**config.mk**
```make
export PLATFORM = sky130hd
export DESIGN_NAME = wbuf_rdbypass
export DESIGN_NICKNAME = d
export VERILOG_FILES = /design/src/rtl/wbuf_pkg.sv /design/src/rtl/wbuf_match.sv /design/src/rtl/wbuf_store.sv /design/src/rtl/wbuf_arb.sv /design/src/rtl/wbuf_rdbypass.sv
export SDC_FILE = /design/constraint.sdc
export NUM_CORES = 1
export LEC_CHECK = 0
export ABC_CLOCK_PERIOD_IN_PS = 15650
export BUFFER_PORTS_ARGS = -buffer_cell sky130_fd_sc_hd__buf_2
export CAP_MARGIN = 30
export CORE_ASPECT_RATIO = 1.4
export CORE_MARGIN = 1.5
export CORE_UTILIZATION = 52
export CTS_CLUSTER_DIAMETER = 150
export DETAILED_ROUTE_END_ITERATION = 12
export PLACE_DENSITY = 0.84
export SYNTH_ARGS = -nofsm -noshare
export SYNTH_HDL_FRONTEND = slang
export SYNTH_SLANG_ARGS = --single-unit
```
**constraint.sdc**
```tcl
create_clock -name clk -period 15.65 [get_ports clk]
set_clock_uncertainty 0.2 [all_clocks]
set_input_delay 3.13 -clock clk [delete_from_list [all_inputs] [get_ports clk]]
set_output_delay 3.13 -clock clk [all_outputs]
set_load 0.005 [all_outputs]
```
**src/rtl/wbuf_pkg.sv**
```systemverilog
package wbuf_pkg;
   typedef enum logic [1:0] {
      ARB_IDLE   = 2'd0,
      ARB_DRAIN  = 2'd1,
      ARB_RDREQ  = 2'd2,
      ARB_RDWAIT = 2'd3
   } arb_state_e;
endpackage

```
**src/rtl/wbuf_match.sv**
```systemverilog
module wbuf_match #(
   parameter int ENTRIES = 4,
   parameter int BW      = 28
) (
   input  logic [BW-1:0]         key,
   input  logic [ENTRIES-1:0]    vld,
   input  logic [ENTRIES*BW-1:0] blks,
   input  logic [ENTRIES-1:0]    skip,
   output logic [ENTRIES-1:0]    hit
);
   // one comparator per slot, all in parallel
   for (genvar g = 0; g < ENTRIES; g++) begin : g_cmp
      assign hit[g] = vld[g] && !skip[g] && (blks[g*BW +: BW] == key);
   end
endmodule

```
**src/rtl/wbuf_store.sv**
```systemverilog
module wbuf_store #(
   parameter int ENTRIES = 4,
   parameter int BW      = 28,
   parameter int DW      = 32,
   parameter int WORDS   = 4,
   localparam int BYTES  = DW / 8,
   localparam int WS     = $clog2(WORDS),
   localparam int PTRW   = $clog2(ENTRIES),
   localparam int CW     = PTRW + 1,
   localparam int BLKW   = WORDS * DW,
   localparam int BLKB   = WORDS * BYTES
) (
   input  logic                  clk,
   input  logic                  rst_n,
   input  logic                  wr_en,
   input  logic [BW-1:0]         wr_blk,
   input  logic [WS-1:0]         wr_word,
   input  logic [DW-1:0]         wr_data,
   input  logic [BYTES-1:0]      wr_be,
   input  logic [ENTRIES-1:0]    merge_hit,
   input  logic                  pop,
   output logic [ENTRIES-1:0]    vld,
   output logic [ENTRIES*BW-1:0] blks,
   output logic [PTRW-1:0]       head_idx,
   output logic [BW-1:0]         head_blk,
   output logic [BLKW-1:0]       head_data,
   output logic [BLKB-1:0]       head_mask,
   output logic                  full,
   output logic                  empty
);
   logic [BW-1:0]   ent_blk  [ENTRIES];
   logic [BLKW-1:0] ent_data [ENTRIES];
   logic [BLKB-1:0] ent_mask [ENTRIES];
   logic [ENTRIES-1:0] ent_vld;
   logic [PTRW-1:0] head, tail, tgt, sel;
   logic [CW-1:0]   count;
   logic            merge, alloc;
   logic [BLKB-1:0] lane_mask;
   logic [BLKW-1:0] lane_data, bit_mask;

   assign tail  = head + count[PTRW-1:0];
   assign full  = (count == CW'(ENTRIES));
   assign empty = (count == '0);
   assign merge = |merge_hit;
   assign alloc = wr_en && !merge;
   assign sel   = merge ? tgt : tail;

   always_comb begin
      tgt = '0;
      for (int e = 0; e < ENTRIES; e++)
         if (merge_hit[e]) tgt = PTRW'(e);
   end

   // place the word and its enables at their lane in the block
   always_comb begin
      lane_mask = '0;
      lane_data = '0;
      for (int w = 0; w < WORDS; w++) begin
         if (wr_word == WS'(w)) begin
            lane_mask[w*BYTES +: BYTES] = wr_be;
            lane_data[w*DW +: DW]       = wr_data;
         end
      end
      for (int k = 0; k < BLKB; k++)
         bit_mask[k*8 +: 8] = {8{lane_mask[k]}};
   end

   always_ff @(posedge clk) begin
      if (!rst_n) begin
         ent_vld <= '0;
         head    <= '0;
         count   <= '0;
      end else begin
         if (pop) begin
            ent_vld[head] <= 1'b0;
            head          <= head + 1'b1;
         end
         if (wr_en) begin
            ent_data[sel] <= (ent_data[sel] & ~bit_mask) | (lane_data & bit_mask);
            ent_mask[sel] <= (merge ? ent_mask[sel] : '0) | lane_mask;
            if (!merge) begin
               ent_vld[tail] <= 1'b1;
               ent_blk[tail] <= wr_blk;
            end
         end
         if (alloc && !pop)      count <= count + 1'b1;
         else if (!alloc && pop) count <= count - 1'b1;
      end
   end

   for (genvar g = 0; g < ENTRIES; g++) begin : g_flat
      assign blks[g*BW +: BW] = ent_blk[g];
   end

   assign vld       = ent_vld;
   assign head_idx  = head;
   assign head_blk  = ent_blk[head];
   assign head_data = ent_data[head];
   assign head_mask = ent_mask[head];

   a_r2_no_overflow: assert property (@(posedge clk) disable iff (!rst_n)
      count <= CW'(ENTRIES));
   a_r2_alloc_room: assert property (@(posedge clk) disable iff (!rst_n)
      alloc |-> !full);
   a_r3_single_merge: assert property (@(posedge clk) disable iff (!rst_n)
      $onehot0(merge_hit));
   a_r4_pop_live: assert property (@(posedge clk) disable iff (!rst_n)
      pop |-> ent_vld[head]);
   a_r4_count_tracks_live: assert property (@(posedge clk) disable iff (!rst_n)
      $countones(ent_vld) == int'(count));
endmodule

```
**src/rtl/wbuf_arb.sv**
```systemverilog
module wbuf_arb
   import wbuf_pkg::*;
(
   input  logic clk,
   input  logic rst_n,
   input  logic rd_valid,
   input  logic rd_conflict,
   input  logic empty,
   input  logic mem_req_ready,
   input  logic mem_rsp_valid,
   output logic mem_req_valid,
   output logic mem_req_we,
   output logic pop,
   output logic draining,
   output logic rd_resp_valid
);
   arb_state_e state, state_nx;

   always_comb begin
      state_nx = state;
      unique case (state)
         ARB_IDLE: begin
            // a clear read wins over the next drain
            if (rd_valid && !rd_conflict) state_nx = ARB_RDREQ;
            else if (!empty)              state_nx = ARB_DRAIN;
         end
         ARB_DRAIN:  if (mem_req_ready) state_nx = ARB_IDLE;
         ARB_RDREQ:  if (mem_req_ready) state_nx = ARB_RDWAIT;
         ARB_RDWAIT: if (mem_rsp_valid) state_nx = ARB_IDLE;
         default:    state_nx = ARB_IDLE;
      endcase
   end

   always_ff @(posedge clk) begin
      if (!rst_n) state <= ARB_IDLE;
      else        state <= state_nx;
   end

   assign mem_req_valid = (state == ARB_DRAIN) || (state == ARB_RDREQ);
   assign mem_req_we    = (state == ARB_DRAIN);
   assign draining      = (state == ARB_DRAIN);
   assign pop           = (state == ARB_DRAIN) && mem_req_ready;
   assign rd_resp_valid = (state == ARB_RDWAIT) && mem_rsp_valid;

   a_r7_drain_held: assert property (@(posedge clk) disable iff (!rst_n)
      (mem_req_valid && mem_req_we && !mem_req_ready) |=> (mem_req_valid && mem_req_we));
   a_r4_no_empty_drain: assert property (@(posedge clk) disable iff (!rst_n)
      mem_req_we |-> !empty);
   a_r8_resp_only_pending: assert property (@(posedge clk) disable iff (!rst_n)
      rd_resp_valid |-> rd_valid);
endmodule

```
**src/rtl/wbuf_rdbypass.sv**
```systemverilog
module wbuf_rdbypass #(
   parameter int AW      = 32,
   parameter int DW      = 32,
   parameter int WORDS   = 4,
   parameter int ENTRIES = 4,
   localparam int BYTES  = DW / 8,
   localparam int LB     = $clog2(BYTES),
   localparam int WS     = $clog2(WORDS),
   localparam int OFF    = LB + WS,
   localparam int BW     = AW - OFF,
   localparam int PTRW   = $clog2(ENTRIES),
   localparam int BLKW   = WORDS * DW,
   localparam int BLKB   = WORDS * BYTES
) (
   input  logic            clk,
   input  logic            rst_n,
   input  logic            wr_valid,
   output logic            wr_ready,
   input  logic [AW-1:0]   wr_addr,
   input  logic [DW-1:0]   wr_data,
   input  logic [BYTES-1:0] wr_be,
   input  logic            rd_valid,
   input  logic [AW-1:0]   rd_addr,
   output logic            rd_resp_valid,
   output logic [BLKW-1:0] rd_resp_data,
   output logic            mem_req_valid,
   input  logic            mem_req_ready,
   output logic            mem_req_we,
   output logic [AW-1:0]   mem_req_addr,
   output logic [BLKW-1:0] mem_req_wdata,
   output logic [BLKB-1:0] mem_req_wmask,
   input  logic            mem_rsp_valid,
   input  logic [BLKW-1:0] mem_rsp_data
);
   // elaboration-time parameter checks
   if (ENTRIES < 2 || (ENTRIES & (ENTRIES - 1)) != 0) begin : g_bad_entries
      $error("ENTRIES must be a power of two, at least 2");
   end
   if (WORDS < 2 || (WORDS & (WORDS - 1)) != 0) begin : g_bad_words
      $error("WORDS must be a power of two, at least 2");
   end
   if (DW < 16 || (DW & (DW - 1)) != 0) begin : g_bad_dw
      $error("DW must be a power of two, at least 16");
   end
   if (AW <= OFF) begin : g_bad_aw
      $error("AW too small for the block offset");
   end

   logic [BW-1:0]         wr_blk, rd_blk;
   logic [WS-1:0]         wr_word;
   logic [ENTRIES-1:0]    vld, merge_hit, rd_hit, drain_skip;
   logic [ENTRIES*BW-1:0] blks;
   logic [PTRW-1:0]       head_idx;
   logic [BW-1:0]         head_blk;
   logic [BLKW-1:0]       head_data;
   logic [BLKB-1:0]       head_mask;
   logic                  full, empty, pop, draining, wr_fire, rd_block_hazard;

   assign wr_blk  = wr_addr[AW-1:OFF];
   assign wr_word = wr_addr[OFF-1:LB];
   assign rd_blk  = rd_addr[AW-1:OFF];

   assign drain_skip      = draining ? (ENTRIES'(1) << head_idx) : '0;
   assign rd_block_hazard = rd_valid && (rd_blk == wr_blk);
   assign wr_ready        = ((|merge_hit) || !full) && !rd_block_hazard;
   assign wr_fire         = wr_valid && wr_ready;

   wbuf_match #(.ENTRIES(ENTRIES), .BW(BW)) u_wr_match (
      .key (wr_blk),
      .vld (vld),
      .blks(blks),
      .skip(drain_skip),
      .hit (merge_hit)
   );

   wbuf_match #(.ENTRIES(ENTRIES), .BW(BW)) u_rd_match (
      .key (rd_blk),
      .vld (vld),
      .blks(blks),
      .skip('0),
      .hit (rd_hit)
   );

   wbuf_store #(.ENTRIES(ENTRIES), .BW(BW), .DW(DW), .WORDS(WORDS)) u_store (
      .clk      (clk),
      .rst_n    (rst_n),
      .wr_en    (wr_fire),
      .wr_blk   (wr_blk),
      .wr_word  (wr_word),
      .wr_data  (wr_data),
      .wr_be    (wr_be),
      .merge_hit(merge_hit),
      .pop      (pop),
      .vld      (vld),
      .blks     (blks),
      .head_idx (head_idx),
      .head_blk (head_blk),
      .head_data(head_data),
      .head_mask(head_mask),
      .full     (full),
      .empty    (empty)
   );

   wbuf_arb u_arb (
      .clk          (clk),
      .rst_n        (rst_n),
      .rd_valid     (rd_valid),
      .rd_conflict  (|rd_hit),
      .empty        (empty),
      .mem_req_ready(mem_req_ready),
      .mem_rsp_valid(mem_rsp_valid),
      .mem_req_valid(mem_req_valid),
      .mem_req_we   (mem_req_we),
      .pop          (pop),
      .draining     (draining),
      .rd_resp_valid(rd_resp_valid)
   );

   assign mem_req_addr  = {(mem_req_we ? head_blk : rd_blk), {OFF{1'b0}}};
   assign mem_req_wdata = head_data;
   assign mem_req_wmask = mem_req_we ? head_mask : '0;
   assign rd_resp_data  = mem_rsp_data;

   a_r7_drain_stable: assert property (@(posedge clk) disable iff (!rst_n)
      (mem_req_valid && mem_req_we && !mem_req_ready) |=>
         ($stable(mem_req_addr) && $stable(mem_req_wdata) && $stable(mem_req_wmask)));
   a_r5_read_clear: assert property (@(posedge clk) disable iff (!rst_n)
      (mem_req_valid && !mem_req_we) |-> !(|rd_hit));
   a_r9_drain_untouched: assert property (@(posedge clk) disable iff (!rst_n)
      (draining && wr_fire) |-> !merge_hit[head_idx]);
   a_r2_word_aligned: assert property (@(posedge clk) disable iff (!rst_n)
      wr_valid |-> (wr_addr[LB-1:0] == '0));
   a_r5_block_aligned: assert property (@(posedge clk) disable iff (!rst_n)
      rd_valid |-> (rd_addr[OFF-1:0] == '0));
endmodule

```
==> qor_table.md <==
| Group | Quantity | Value |
|:---|:---|:---|
| grt | Initial antenna violation count | 10 |
| drt | Number of iterations in the first detailed-routing pass | 6 |
| synthesis | Synth top area share | 57.3% |
| setup path | WS Path Type | in2out |
| grt | Vias in the first global route | 24043 |
| drt | Mean routed wirelength per cell | 32.8 µm |
| cts | Count of clock tree sinks | 701 |
| sta | Highest attainable clock frequency | 108 MHz |
| power and ir drop | Cell area power density | 179 nW/µm² |
| cts | Buffer cell driving the clock tree root | clkbuf_16 |
| synthesis | Avg Cell Area, Syn | 14.7 µm² |
| placed design | HPWL after DPL | 79800 µm |
| sta | Setup tns final | 0 ps |
| floorplan | Core Area | 68800 µm² |
| synthesis | Most frequent cell after synthesis | edfxtp_1 |
| layout | Number of nets in the final layout | 2773 |
| setup path | Worst path most repeated cell | buf_2 |
| placed design | I/O Buffers | 275 |
| floorplan | Initial Util | 52.4% |
| cts | Clock transition at the registers of the reported paths | 60 ps |
| setup path | Critical path required time | 12320 ps |
| synthesis | Post-synth design cell area | 36000 µm² |
| drt | Overall via count from detail_route | 23522 |
| drt | DRC marker count from the first detailed-route iteration | 2664 |
| layout | Area added between synthesis and finish | 9.77% |
| synthesis | Number of unique standard cell types used by synthesis | 59 |
| cts | H-tree level count | 3 |
| cts | Worst-skew pair later-pin latency | 620 ps |
| setup path | Peak per-stage delay on the critical path | 730 ps |
| cts | Total CTS buffers | 71 |
| setup path | Max stage delay cell, worst path | nor4_1 |
| sta | Unrepaired setup endpoints after global routing | no |
| drt | Overall routed net length | 115000 µm |
| setup path | Chain of cells forming the critical path | buf_2 -> xor2_1 -> nor4_1 -> nand4_1 -> or4_1 -> and4_1 -> a31oi_1 -> buf_2 |
| synthesis | Most used flip-flop cell after synthesis | edfxtp_1 |
| placed design | Routability cong. | 0.968 |
| synthesis | Count of mapped cells out of synthesis | 2451 |
| floorplan | Die width | 226 µm |
| power and ir drop | Overall power after layout | 7.08 mW |
| layout | Share of layout cells above drive strength 1 | 24.4% |
| cts | Post-CTS setup buffer count | 0 |
| grt | First-pass GRT wire length | 164000 µm |
| sta | Transition time at the pin with the least slew margin | 1030 ps |
| grt | Global routing usage summed across all routing layers | 32.1% |
| cts | Post-CTS resize count | 0 |
| sta | # setup viols final | 0 |
| cts | CTS Hold Buffers Added | 0 |
| floorplan | Core Rows | 114 |
| synthesis | Synth top cells by count | edfxtp_1, xnor2_1, mux4_2, mux2i_1, nor2_1 |
| run | Reported max-cap violation count | 0 |
| setup path | Data arrival time at the worst-slack endpoint | 5950 ps |
| power and ir drop | Peak supply drop | 0.000143 V |
| sta | Slew margin rel. | 30.4% |
| grt | Remaining global-route overflow | 0 |
| setup path | Worst Path Buf+Inv | 2 |
| setup path | Setup crit start kind | primary input |
| drt | Detail Route Antenna Nets | 0 |
| synthesis | Largest area contributor in the synthesized netlist | edfxtp_1 |
| sta | Time the worst path needs with I/O delays and setup | 9280 ps |
| floorplan | Number of top-level pins | 542 |
| drt | Ratio of routed vias to standard cells | 6.69 |
| placed design | Place WS | 5850 ps |
| setup path | Element type at the critical path end | output port |
| hold path | Class of the tightest hold or removal check | reg2reg |
| cts | Max Root-Sink Buffers | 3 |
| sta | Max-slew violations | 0 |
| setup path | Worst path top cell family by delay | simple AND/OR/NAND/NOR gates |
| synthesis | Yosys warning count | 0 |
| sta | Worst-case setup margin in the final layout | 6370 ps |
| synthesis | Part of the Yosys area used for sequential elements | 58.0% |
| synthesis | Async set-reset flop share out of synthesis | 0% |
| drt | Remaining design rule violation count | 0 |
| sta | Post-route fraction of the period consumed by the critical path | 59.3% |
| cts | Clock tree from TritonCTS | yes |
| synthesis | Top cells by area, synth | edfxtp_1, mux4_2, mux2i_1 |
| grt | Largest net degree at the start of global routing | 105 |
| synthesis | Synth Register Bits | 701 |
| power and ir drop | Leakage power of the design | 13.2 nW |
| setup path | Top fanout value on the critical path | 9 |
| outcome | Result of the run | finished clean |
| floorplan | Vertical die dimension | 315 µm |
| floorplan | Overall die area | 70900 µm² |
| synthesis | EDFF count, synth | 688 |
| sta | Final number of hold-violating endpoints | 0 |
==> layout by cell type (no fill, tap or decap), drive strengths merged, types with 48 or more instances in the layout <==
master  netlist  routed
a211oi      159     159
edfxtp      688     688
nand2        48      48
buf         196     308
a21boi       97      97
nor2        168     168
nand4        53      53
clkbuf      112      86
xnor2       180     180
mux2i       168     168
xor2         72      72
mux4        172     172
==> cells by family after synthesis <==
kind of cell             count (synthesis)  synth area share (%)
AO/OA/AOI/OAI                          387                  8.21
other                                    1                0.0104
multiplexers                           373                  16.4
buffers and inverters                  319                  5.15
XOR/XNOR                               252                  6.12
AND/OR/NAND/NOR                        406                  5.58
flip-flops                             701                  58.0
adder cells (fa/ha/maj)                 12                 0.437
==> metal layers <==
layer  share of wire (%)  global-route usage [%]
met1                  33                    36.7
met2                  49                    52.1
met3                  11                    10.5
met4                 7.1                    19.9
met5                0.17                    1.37
==> power by group <==
group          switching, mW  internal [mW]  total (mW)
Clock                  0.737           1.00        1.74
Sequential             0.155           2.72        2.87
Combinational           1.56          0.913        2.47
==> metrics by stage <==
stage	utilization [%]	instance area [µm²]	hold slack [ps]	instances
after floorplan	-	36100	274	2454
after global placement	53.9	37000	333	3375
after detailed placement	54.1	37200	347	3382
after CTS	57.5	39600	356	3509
after global routing	57.5	39600	375	3510
final	57.6	39600	352	3515
==> worst paths after layout <==
| path | cells past startpoint | slack [ps] | start | end |
|---|---|---|---|---|
| min reg2reg | 2 | 350 | u_store.head_idx[1]$_SDFFE_PN0P_ | flip-flop |
| max reg2reg | 11 | 8680 | u_store.ent_blk[0][13]$_DFFE_PP_ | u_store.ent_data[1][48]$_DFFE_PP_ |
| min | 2 | 350 | u_store.head_idx[1]$_SDFFE_PN0P_ | flip-flop |
| max | 8 | 6370 | wr_addr[17] | wr_ready |
==> flip-flops by register name, summed over array words and instances (netlist names), named ones only <==
| register | count |
|---|---|
| u_store.ent_data | 512 |
| u_arb.state | 2 |
| u_store.ent_blk | 112 |
| u_store.count | 3 |
| u_store.vld | 4 |
| u_store.ent_mask | 64 |
| u_store.head_idx | 2 |
==> worst min-delay path, cell delays in order, from the launching register on <==
cell and delay (ps):
dfxtp_1 350, nand2_1 70, a21boi_0 90
==> area by class of cell <==
cell class                 count  area [µm²]
timing repair buffer         308        1750
sequential                   701       20900
inverter                      11        41.3
fill                        5234       29200
clock buffer                  86        1900
antenna                        6        15.0
tap                          928        1160
multi-input combinational   1434       13300
clock inverter                41         459
(Power assumes the default switching activity.)
